**src/rtl/bfs_pkg.sv**
```systemverilog
package bfs_pkg;

  typedef enum logic [1:0] {
    GATE_OFF  = 2'b00,
    GATE_LOW  = 2'b01,
    GATE_HIGH = 2'b10
  } gate_e;

  // strobes from control to datapath
  typedef struct packed {
    logic driveEn;    // global permission to switch
    logic clearAll;   // standby: wipe every timer
    logic clearWatch; // standby or mute: wipe offset and stuck timers
  } strobe_t;

  // summary from datapath back to control
  typedef struct packed {
    logic anyRetry;
    logic anyOffset;
    logic anyStuck;
  } status_t;

endpackage

```
**src/rtl/bfs_run_timer.sv**
```systemverilog
module bfs_run_timer #(
  parameter int LIMIT = 100
) (
  input  logic clk,
  input  logic rstN,
  input  logic run,
  output logic done
);
  localparam int W = $clog2(LIMIT + 1);
  localparam logic [W-1:0] LIM = W'(LIMIT);

  logic [W-1:0] count;

  always_ff @(posedge clk or negedge rstN) begin
    if (!rstN) begin
      count <= '0;
    end else if (!run) begin
      count <= '0;
    end else if (count != LIM) begin
      count <= count + 1'b1;
    end
  end

  assign done = (count == LIM);
endmodule

```
**src/rtl/bfs_retry_timer.sv**
```systemverilog
module bfs_retry_timer #(
  parameter int CYCLES = 1000
) (
  input  logic clk,
  input  logic rstN,
  input  logic clear,
  input  logic trip,
  output logic blanking
);
  localparam int W = $clog2(CYCLES + 1);
  localparam logic [W-1:0] RELOAD = W'(CYCLES);

  logic [W-1:0] remain;

  always_ff @(posedge clk or negedge rstN) begin
    if (!rstN) begin
      remain <= '0;
    end else if (clear) begin
      remain <= '0;
    end else if (remain != '0) begin
      remain <= remain - 1'b1;
    end else if (trip) begin
      remain <= RELOAD;
    end
  end

  assign blanking = (remain != '0);
endmodule

```
**src/rtl/bfs_datapath.sv**
```systemverilog
module bfs_datapath
  import bfs_pkg::*;
#(
  parameter int NUM_CH            = 2,
  parameter int RETRY_CYCLES      = 1000,
  parameter int HIGH_LIMIT_CYCLES = 10000,
  parameter int OFFSET_CYCLES     = 15000000,
  localparam int HB               = 2 * NUM_CH
) (
  input  logic          clk,
  input  logic          rstN,
  input  strobe_t       strobes,
  input  logic [HB-1:0] pwmIn,
  input  logic [HB-1:0] ocFlag,
  output logic [2*HB-1:0] gateCmd,
  output status_t       status
);

  logic [HB-1:0]     blank;
  logic [HB-1:0]     stuck;
  logic [NUM_CH-1:0] offTrip;
  gate_e             gateReg [HB];

  // per-channel DC disagreement window
  for (genvar c = 0; c < NUM_CH; c++) begin : g_chan
    logic differ;
    assign differ = (pwmIn[2*c] ^ pwmIn[2*c+1]) & ~strobes.clearWatch;
    bfs_run_timer #(.LIMIT(OFFSET_CYCLES)) u_offset (
      .clk (clk),
      .rstN(rstN),
      .run (differ),
      .done(offTrip[c])
    );
  end

  // per-half-bridge retry blanking, stuck-high watch, gate register
  for (genvar i = 0; i < HB; i++) begin : g_half
    localparam int CH = i / 2;
    logic enable;

    bfs_retry_timer #(.CYCLES(RETRY_CYCLES)) u_retry (
      .clk     (clk),
      .rstN    (rstN),
      .clear   (strobes.clearAll),
      .trip    (ocFlag[i]),
      .blanking(blank[i])
    );

    bfs_run_timer #(.LIMIT(HIGH_LIMIT_CYCLES)) u_stuck (
      .clk (clk),
      .rstN(rstN),
      .run (pwmIn[i] & ~strobes.clearWatch),
      .done(stuck[i])
    );

    assign enable = strobes.driveEn & ~blank[i] & ~offTrip[CH];

    always_ff @(posedge clk or negedge rstN) begin
      if (!rstN) begin
        gateReg[i] <= GATE_OFF;
      end else if (!enable) begin
        gateReg[i] <= GATE_OFF;
      end else begin
        gateReg[i] <= pwmIn[i] ? GATE_HIGH : GATE_LOW;
      end
    end

    assign gateCmd[2*i+1:2*i] = gateReg[i];
  end

  assign status.anyRetry  = |blank;
  assign status.anyOffset = |offTrip;
  assign status.anyStuck  = |stuck;

endmodule

```
**src/rtl/bfs_control.sv**
```systemverilog
module bfs_control
  import bfs_pkg::*;
#(
  parameter int NUM_CH = 2,
  localparam int HB    = 2 * NUM_CH
) (
  input  logic          clk,
  input  logic          rstN,
  input  logic          standbyN,
  input  logic          muteN,
  input  logic [HB-1:0] pwmIn,
  input  logic          otFlag,
  input  logic          supplyGood,
  input  status_t       status,
  output strobe_t       strobes,
  output logic          faultN
);

  logic armed;
  logic live;
  logic faultAny;

  assign live     = standbyN & muteN;
  assign faultAny = status.anyRetry | otFlag | ~supplyGood | status.anyOffset;

  always_ff @(posedge clk or negedge rstN) begin
    if (!rstN) begin
      armed  <= 1'b0;
      faultN <= 1'b1;
    end else begin
      // arm only once every input has been seen low while unmuted
      armed  <= live & (armed | ~(|pwmIn));
      faultN <= ~(standbyN & faultAny);
    end
  end

  assign strobes.driveEn    = live & armed & supplyGood & ~otFlag & ~status.anyStuck;
  assign strobes.clearAll   = ~standbyN;
  assign strobes.clearWatch = ~live;

endmodule

```
**src/rtl/bridge_fault_supervisor.sv**
```systemverilog
module bridge_fault_supervisor
  import bfs_pkg::*;
#(
  parameter int NUM_CH            = 2,
  parameter int RETRY_CYCLES      = 1000,
  parameter int HIGH_LIMIT_CYCLES = 10000,
  parameter int OFFSET_CYCLES     = 15000000,
  localparam int HB               = 2 * NUM_CH
) (
  input  logic            clk,
  input  logic            rstN,
  input  logic            standbyN,
  input  logic            muteN,
  input  logic [HB-1:0]   pwmIn,
  input  logic [HB-1:0]   ocFlag,
  input  logic            otFlag,
  input  logic            supplyGood,
  output logic [2*HB-1:0] gateCmd,
  output logic            stuckHigh,
  output logic            faultN
);

  strobe_t strobes;
  status_t status;

  bfs_control #(.NUM_CH(NUM_CH)) u_control (
    .clk       (clk),
    .rstN      (rstN),
    .standbyN  (standbyN),
    .muteN     (muteN),
    .pwmIn     (pwmIn),
    .otFlag    (otFlag),
    .supplyGood(supplyGood),
    .status    (status),
    .strobes   (strobes),
    .faultN    (faultN)
  );

  bfs_datapath #(
    .NUM_CH           (NUM_CH),
    .RETRY_CYCLES     (RETRY_CYCLES),
    .HIGH_LIMIT_CYCLES(HIGH_LIMIT_CYCLES),
    .OFFSET_CYCLES    (OFFSET_CYCLES)
  ) u_datapath (
    .clk    (clk),
    .rstN   (rstN),
    .strobes(strobes),
    .pwmIn  (pwmIn),
    .ocFlag (ocFlag),
    .gateCmd(gateCmd),
    .status (status)
  );

  assign stuckHigh = status.anyStuck;

endmodule

```
**config.mk**
```make
export PLATFORM = sky130hd
export DESIGN_NAME = bridge_fault_supervisor
export DESIGN_NICKNAME = d
export VERILOG_FILES = /design/src/rtl/bfs_pkg.sv /design/src/rtl/bfs_run_timer.sv /design/src/rtl/bfs_retry_timer.sv /design/src/rtl/bfs_datapath.sv /design/src/rtl/bfs_control.sv /design/src/rtl/bridge_fault_supervisor.sv
export SDC_FILE = /design/constraint.sdc
export NUM_CORES = 1
export LEC_CHECK = 0
export BUFFER_PORTS_ARGS = -buffer_cell sky130_fd_sc_hd__buf_2
export CAP_MARGIN = 15
export CORE_AREA = 2 2 147 149
export CTS_CLUSTER_DIAMETER = 80
export DETAILED_ROUTE_END_ITERATION = 10
export DIE_AREA = 0 0 149 151
export GPL_ROUTABILITY_DRIVEN = 0
export PLACE_DENSITY = 0.59
export SLEW_MARGIN = 5
export SYNTH_ARGS = -nofsm -noshare
export SYNTH_HDL_FRONTEND = slang
export SYNTH_SLANG_ARGS = --single-unit
export TNS_END_PERCENT = 30
```
**constraint.sdc**
```tcl
create_clock -name clk -period 2.4 [get_ports clk]
set_clock_uncertainty 0.05 [all_clocks]
set_input_delay 0.12 -clock clk [delete_from_list [all_inputs] [get_ports clk]]
set_output_delay 0.12 -clock clk [all_outputs]
set_load 0.01 [all_outputs]
```
# After elaboration in Yosys (flattened, before gate mapping)
# Index checks and enable logic that the tools add are counted.
# word_totals
reg_bits,154
latch_bits,0
ram_bits,0
rom_bits,0
in_bits,14
output_inout_bits,10
mem_count,0
# op_classes
add_sub_neg,10
n_mul,0
n_div,0
n_lt_le_gt_ge,0
eq_ne,22
shift,0
muxes,32
n_bitwise,38
n_reduce_logical,8
# op_table
cell,count
$mux W10,12
$mux W14,8
$mux W24,4
$add A14 B1 Y14 const B,4
$eq A14 B14 Y1 const B,4
$ne A14 B14 Y1 const B,4
$add A24 B1 Y24 const B,2
$eq A24 B24 Y1 const B,2
$ne A24 B24 Y1 const B,2
$reduce_bool A10 Y1,4
$sub A10 B1 Y10 const B,4
$and A1 B1 Y1,21
$mux W2,8
$ne A2 B1 Y1 const B,6
$ne A3 B1 Y1 const B,4
$reduce_or A4 Y1,3
$not A1 Y1,11
$or A1 B1 Y1,4
$reduce_or A2 Y1,1
$xor A1 B1 Y1,2

# Logic depth before layout (Yosys ltp)
# logic_depth
depth_word,8
mapped_depth,7
mapped_depth_nobuf,6

# Modules after synthesis
# Synthesis repeated with hierarchy kept, for this count alone.
# unflattened
hier_cells,887
hier_area_um2,8546.9
# by_module_without_submodules
mod,instances,cells_each,area_each_um2,seq_area_each_um2
bfs_run_timer at u_datapath.g_half[0].u_stuck ...,4,82,785.8,350.3
bfs_run_timer at u_datapath.g_chan[0].u_offset ...,2,140,1298.7,600.6
bfs_retry_timer,4,60,594.3,250.2
bfs_datapath,1,29,334.1,200.2
bfs_control,1,10,95.1,51.3

# Worst setup path before layout
# OpenSTA, ideal clock, no wires.
# synth_timing
kind,reg-to-reg
from,reg u_datapath.g_half[1].u_retry.remain[0]
to,reg u_datapath.g_half[1].u_retry.remain[9]
t_arrival_ps,1847
slack_ps,351
path_stages_with_launch,8
n_path_buf,1
period_less_slack_ps,2049
path_cell_list,dfrtp_1 > inv_1 > ha_1 > or4b_1 > or3_1 > buf_2 > o21ai_1 > a311oi_1
# synth_via
elab_chain_len,3
# synth_lines
item,line,source
start: declaration,bfs_retry_timer.sv:13,logic [W-1:0] remain;
start signal: assignment,bfs_retry_timer.sv:21,remain <= remain - 1'b1;
$sub A10 B1 Y10 / $reduce_bool A10 Y1 (equally long branches),"bfs_retry_timer.sv:21, bfs_retry_timer.sv:20",
$mux W10,bfs_retry_timer.sv:20,end else if (remain != '0) begin
$mux W10,bfs_retry_timer.sv:18,end else if (clear) begin
# Several ways; a longest one is shown, not always the timed one.
# A chain may end at the register's enable or synchronous reset.

# Final worst setup path
# layout_timing
from,reg u_datapath.g_half[0].u_stuck.count[6]
to,out stuckHigh
# layout_via
elab_chain_len,2
# layout_lines
item,line,source
start: declaration,bfs_run_timer.sv:12,logic [W-1:0] count;
start signal: assignment,bfs_run_timer.sv:20,count <= count + 1'b1;
$eq A14 B14 Y1,bfs_run_timer.sv:24,assign done = (count == LIM);
$reduce_or A4 Y1,bfs_datapath.sv:73,assign status.anyStuck = |stuck;
end: declaration,bridge_fault_supervisor.sv:19,"output logic stuckHigh,"
# Every way passes these cells.

==> results.yml <==
worst_setup_path:
  endpoint_kind: "primary output"
  cpMaxStageDelayCell: "or4_4"
  path_class: "reg -> out"
  r2r_start: "u_datapath.g_half[1].u_retry.remain[0]"
  rr_worst_depth: 6
  path_cells: "or4_1 > or4_4 > nand4_4 > buf_6"
  required_ns: 2.23
  worstPathArrival_ns: 2.14
  cpPeakStageDelay_ns: 0.56
  reg2reg_slack_ns: 0.13
  startpoint_type: "register"
  crit_fanout: 5
  r2r_end: "u_datapath.g_half[1].u_retry.remain[9]"
run:
  cap_violations: 0
clock_tree:
  clock-sinks: 154
  clk_pin_slew_ns: 0.06
  cts_made_buffers: 17
  htree_levels: 4
  root_buffer: "clkbuf_16"
  cts_tree: "built"
  clk_path_buf_depth: 2
  clk_latency_ns: 0.43
route:
  routedWlPerCell_um: 14.8
  postRouteAntennaNets: 0
  firstDrtPassIters: 4
  drcViolationCount: 0
  num_vias: 6324
  wl_mm: 17.7
  avgViaCountPerCell: 5.29
  initialDrtViolationCount: 353
finish:
  finalNonFillerCells: 1196
  num_antenna_cells: 0
  nFillCells: 2022
  syn2layout_area_growth_pct: 14.5
  drive_gt1_share_pct: 10.3
  fin_nets: 944
power:
  vdd_drop_max_mv: 0.402
  power_density_nw_per_um2: 810
  power_leakage_nw: 3.94
synthesis:
  synth.distinct_cells: 57
  syn-num-nets: 900
  netlist_instances: 864
  yosys_warnings: 0
  async_flop_share_pct: 100
  syn_avg_cell_area_um2: 9.48
  syn_area_um2: 8190
  seq_area_frac_synth_pct: 47.1
  synth-seq-cells: 154
  synth_flop_cell: "dfrtp_1"
  synth_edf_count: 0
sta:
  tightest_slew_ns: 0.644
  period_minus_slack_ns: 2.31
  hold_violations: 0
  fmax_ghz: 0.432
  period_share_pct: 96.4
  rsz0062_at_grt: "no"
  final.setup.tns_ns: 0
  final-max-slew-violation-count: 0
  slew-limit-headroom_pct: 56.4
  setup_viol: 0
die:
  coreArea_um2: 20800
  die_w_um: 149
  die_y_um: 151
  io_pins: 24
  rows: 53
  initial_core_util_pct: 39.3
  die_area_um2: 22500
grt:
  grt_pass1_wl_mm: 30.3
  antenna_found_initial: 0
  grt_max_degree: 65
  gr-usage-all-layers_pct: 16.7
  grt_overflow: 0
  grt_pass1_vias: 6120
placed_design:
  dpl.hpwl_mm: 12.1
  io_buffer_count: 23
  placed_cells_incl_taps: 1156
hold_path:
  min_from: "ocFlag[1]"
  hold_path_depth: 3
  holdPathEnd: "u_datapath.g_half[1].u_retry.remain[1]"
  min_path_type: "in -> reg"
status:
  status: "complete, no violations"
[cell usage after synthesis (9+ instances only)]
library cell,instances,area share (%)
xnor2_1,31,3.3
or3_1,21,1.6
a21oi_1,53,3.2
o21ai_0,25,1.5
dfrtp_1,153,47
and3_1,25,1.9
a31oi_1,9,0.69
inv_1,36,1.7
nor2_1,86,3.9
nor3_1,31,1.9
nor4b_1,9,0.96
nand3_1,49,3.0
clkbuf_1,22,1.0
or4_1,20,1.8
nor4_1,13,0.99
o31ai_1,14,1.3
ha_1,22,3.4
and2_1,13,0.99
xor2_1,40,4.3
nand4_1,31,2.4
and4_1,10,1.1
nand2_1,55,2.5
[report_power, final]
part | switching, mW | internal [mW]
Combinational | 1.04 | 0.889
Sequential | 0.281 | 2.86
Clock | 1.16 | 1.37
Total | 2.48 | 5.12
[cells by family after synthesis]
family | Yosys count | synth area share [%]
AO/OA/AOI/OAI | 138 | 10.5
XOR/XNOR | 71 | 7.59
adder cells (fa/ha/maj) | 22 | 3.36
buffers and inverters | 65 | 3.10
flip-flops | 154 | 47.1
multiplexers | 8 | 0.978
AND/OR/NAND/NOR | 406 | 27.4
[metrics by stage]
step / instance area [µm²] / power (mW) / util (%) / setup WS (ns) / hold WS (ns)
global route: 9380 / 8.12 / 45.0 / 0.00131 / 0.0265
floorplan: 8190 / 4.54 / - / 0.351 / -0.226
global placement: 8730 / 5.10 / 41.9 / 0.172 / 0.119
finish: 9380 / 7.60 / 45.0 / 0.0861 / 0.0254
CTS: 9380 / 7.69 / 45.0 / 0.0151 / 0.00574
detailed placement: 8730 / 5.12 / 41.9 / 0.141 / 0.116
[worst max-delay path, delay by kind of cell, from the launching register on]
family | cells | cell delay (ns)
buffers and inverters | 1 | 0.12
flip-flops | 1 | 0.43
AND/OR/NAND/NOR | 3 | 1.17
[flip-flops by register name (all words and copies together), names as in the netlist]
name,count
u_datapath.g_half.u_retry.remain,40
u_control.faultN,1
u_datapath.gateCmd,8
u_datapath.g_chan.u_offset.count,48
u_control.armed,1
u_datapath.g_half.u_stuck.count,56
[placed cells by master, fill, tap and decap left out, drive strengths merged, types with 25 or more instances in the layout]
cell type  count
dfrtp        153
buf           48
inv           40
and3          25
nor3          32
nand4         32
nor2          86
xor2          40
o21ai         28
nand2         55
xnor2         31
nand3         50
a21oi         53
[metal layers]
metal	share of wire, %	track usage (%)	wire length [µm]	vias up
met5	0	0	0	-
met4	1.6	4.86	277	0
met3	2.7	3.52	468	18
met2	46	26.2	8070	72
met1	50	23.4	8840	3038
li1	-	-	-	3196
[worst max path at each step]
stage	end	slack [ns]	from
after floorplan	u_datapath.g_half[1].u_retry.remain[9]	0.35	u_datapath.g_half[1].u_retry.remain[0]
after global placement	u_datapath.g_half[2].u_retry.remain[5]	0.17	u_datapath.g_half[2].u_retry.remain[0]
after detailed placement	u_datapath.g_half[2].u_retry.remain[7]	0.14	u_datapath.g_half[2].u_retry.remain[0]
after CTS	stuckHigh	0.02	u_datapath.g_half[0].u_stuck.count[0]
after global routing	u_datapath.g_half[2].u_retry.remain[6]	0.001	u_datapath.g_half[2].u_retry.remain[0]
final	stuckHigh	0.09	u_datapath.g_half[0].u_stuck.count[6]
[area by class of cell]
cell class                 count  area, µm²  share of cell area (%)
sequential                   154       3850                    41.1
multi-input combinational    645       4090                    43.6
clock buffer                  18        439                    4.68
timing repair buffer          54        400                    4.27
tap                          275        344                    3.67
inverter                      36        135                    1.44
clock inverter                14        114                    1.21
[what timing repair did]
item	in CTS	in global routing
gates cloned	0	0
resized for setup	3	0
hold buffers	6	0
pin swaps	1	1
hold endpoints to repair	70	0
endpoints found under the setup margin	1	1
buffers inserted	2	0
Power figures use the tool's default switching activity.
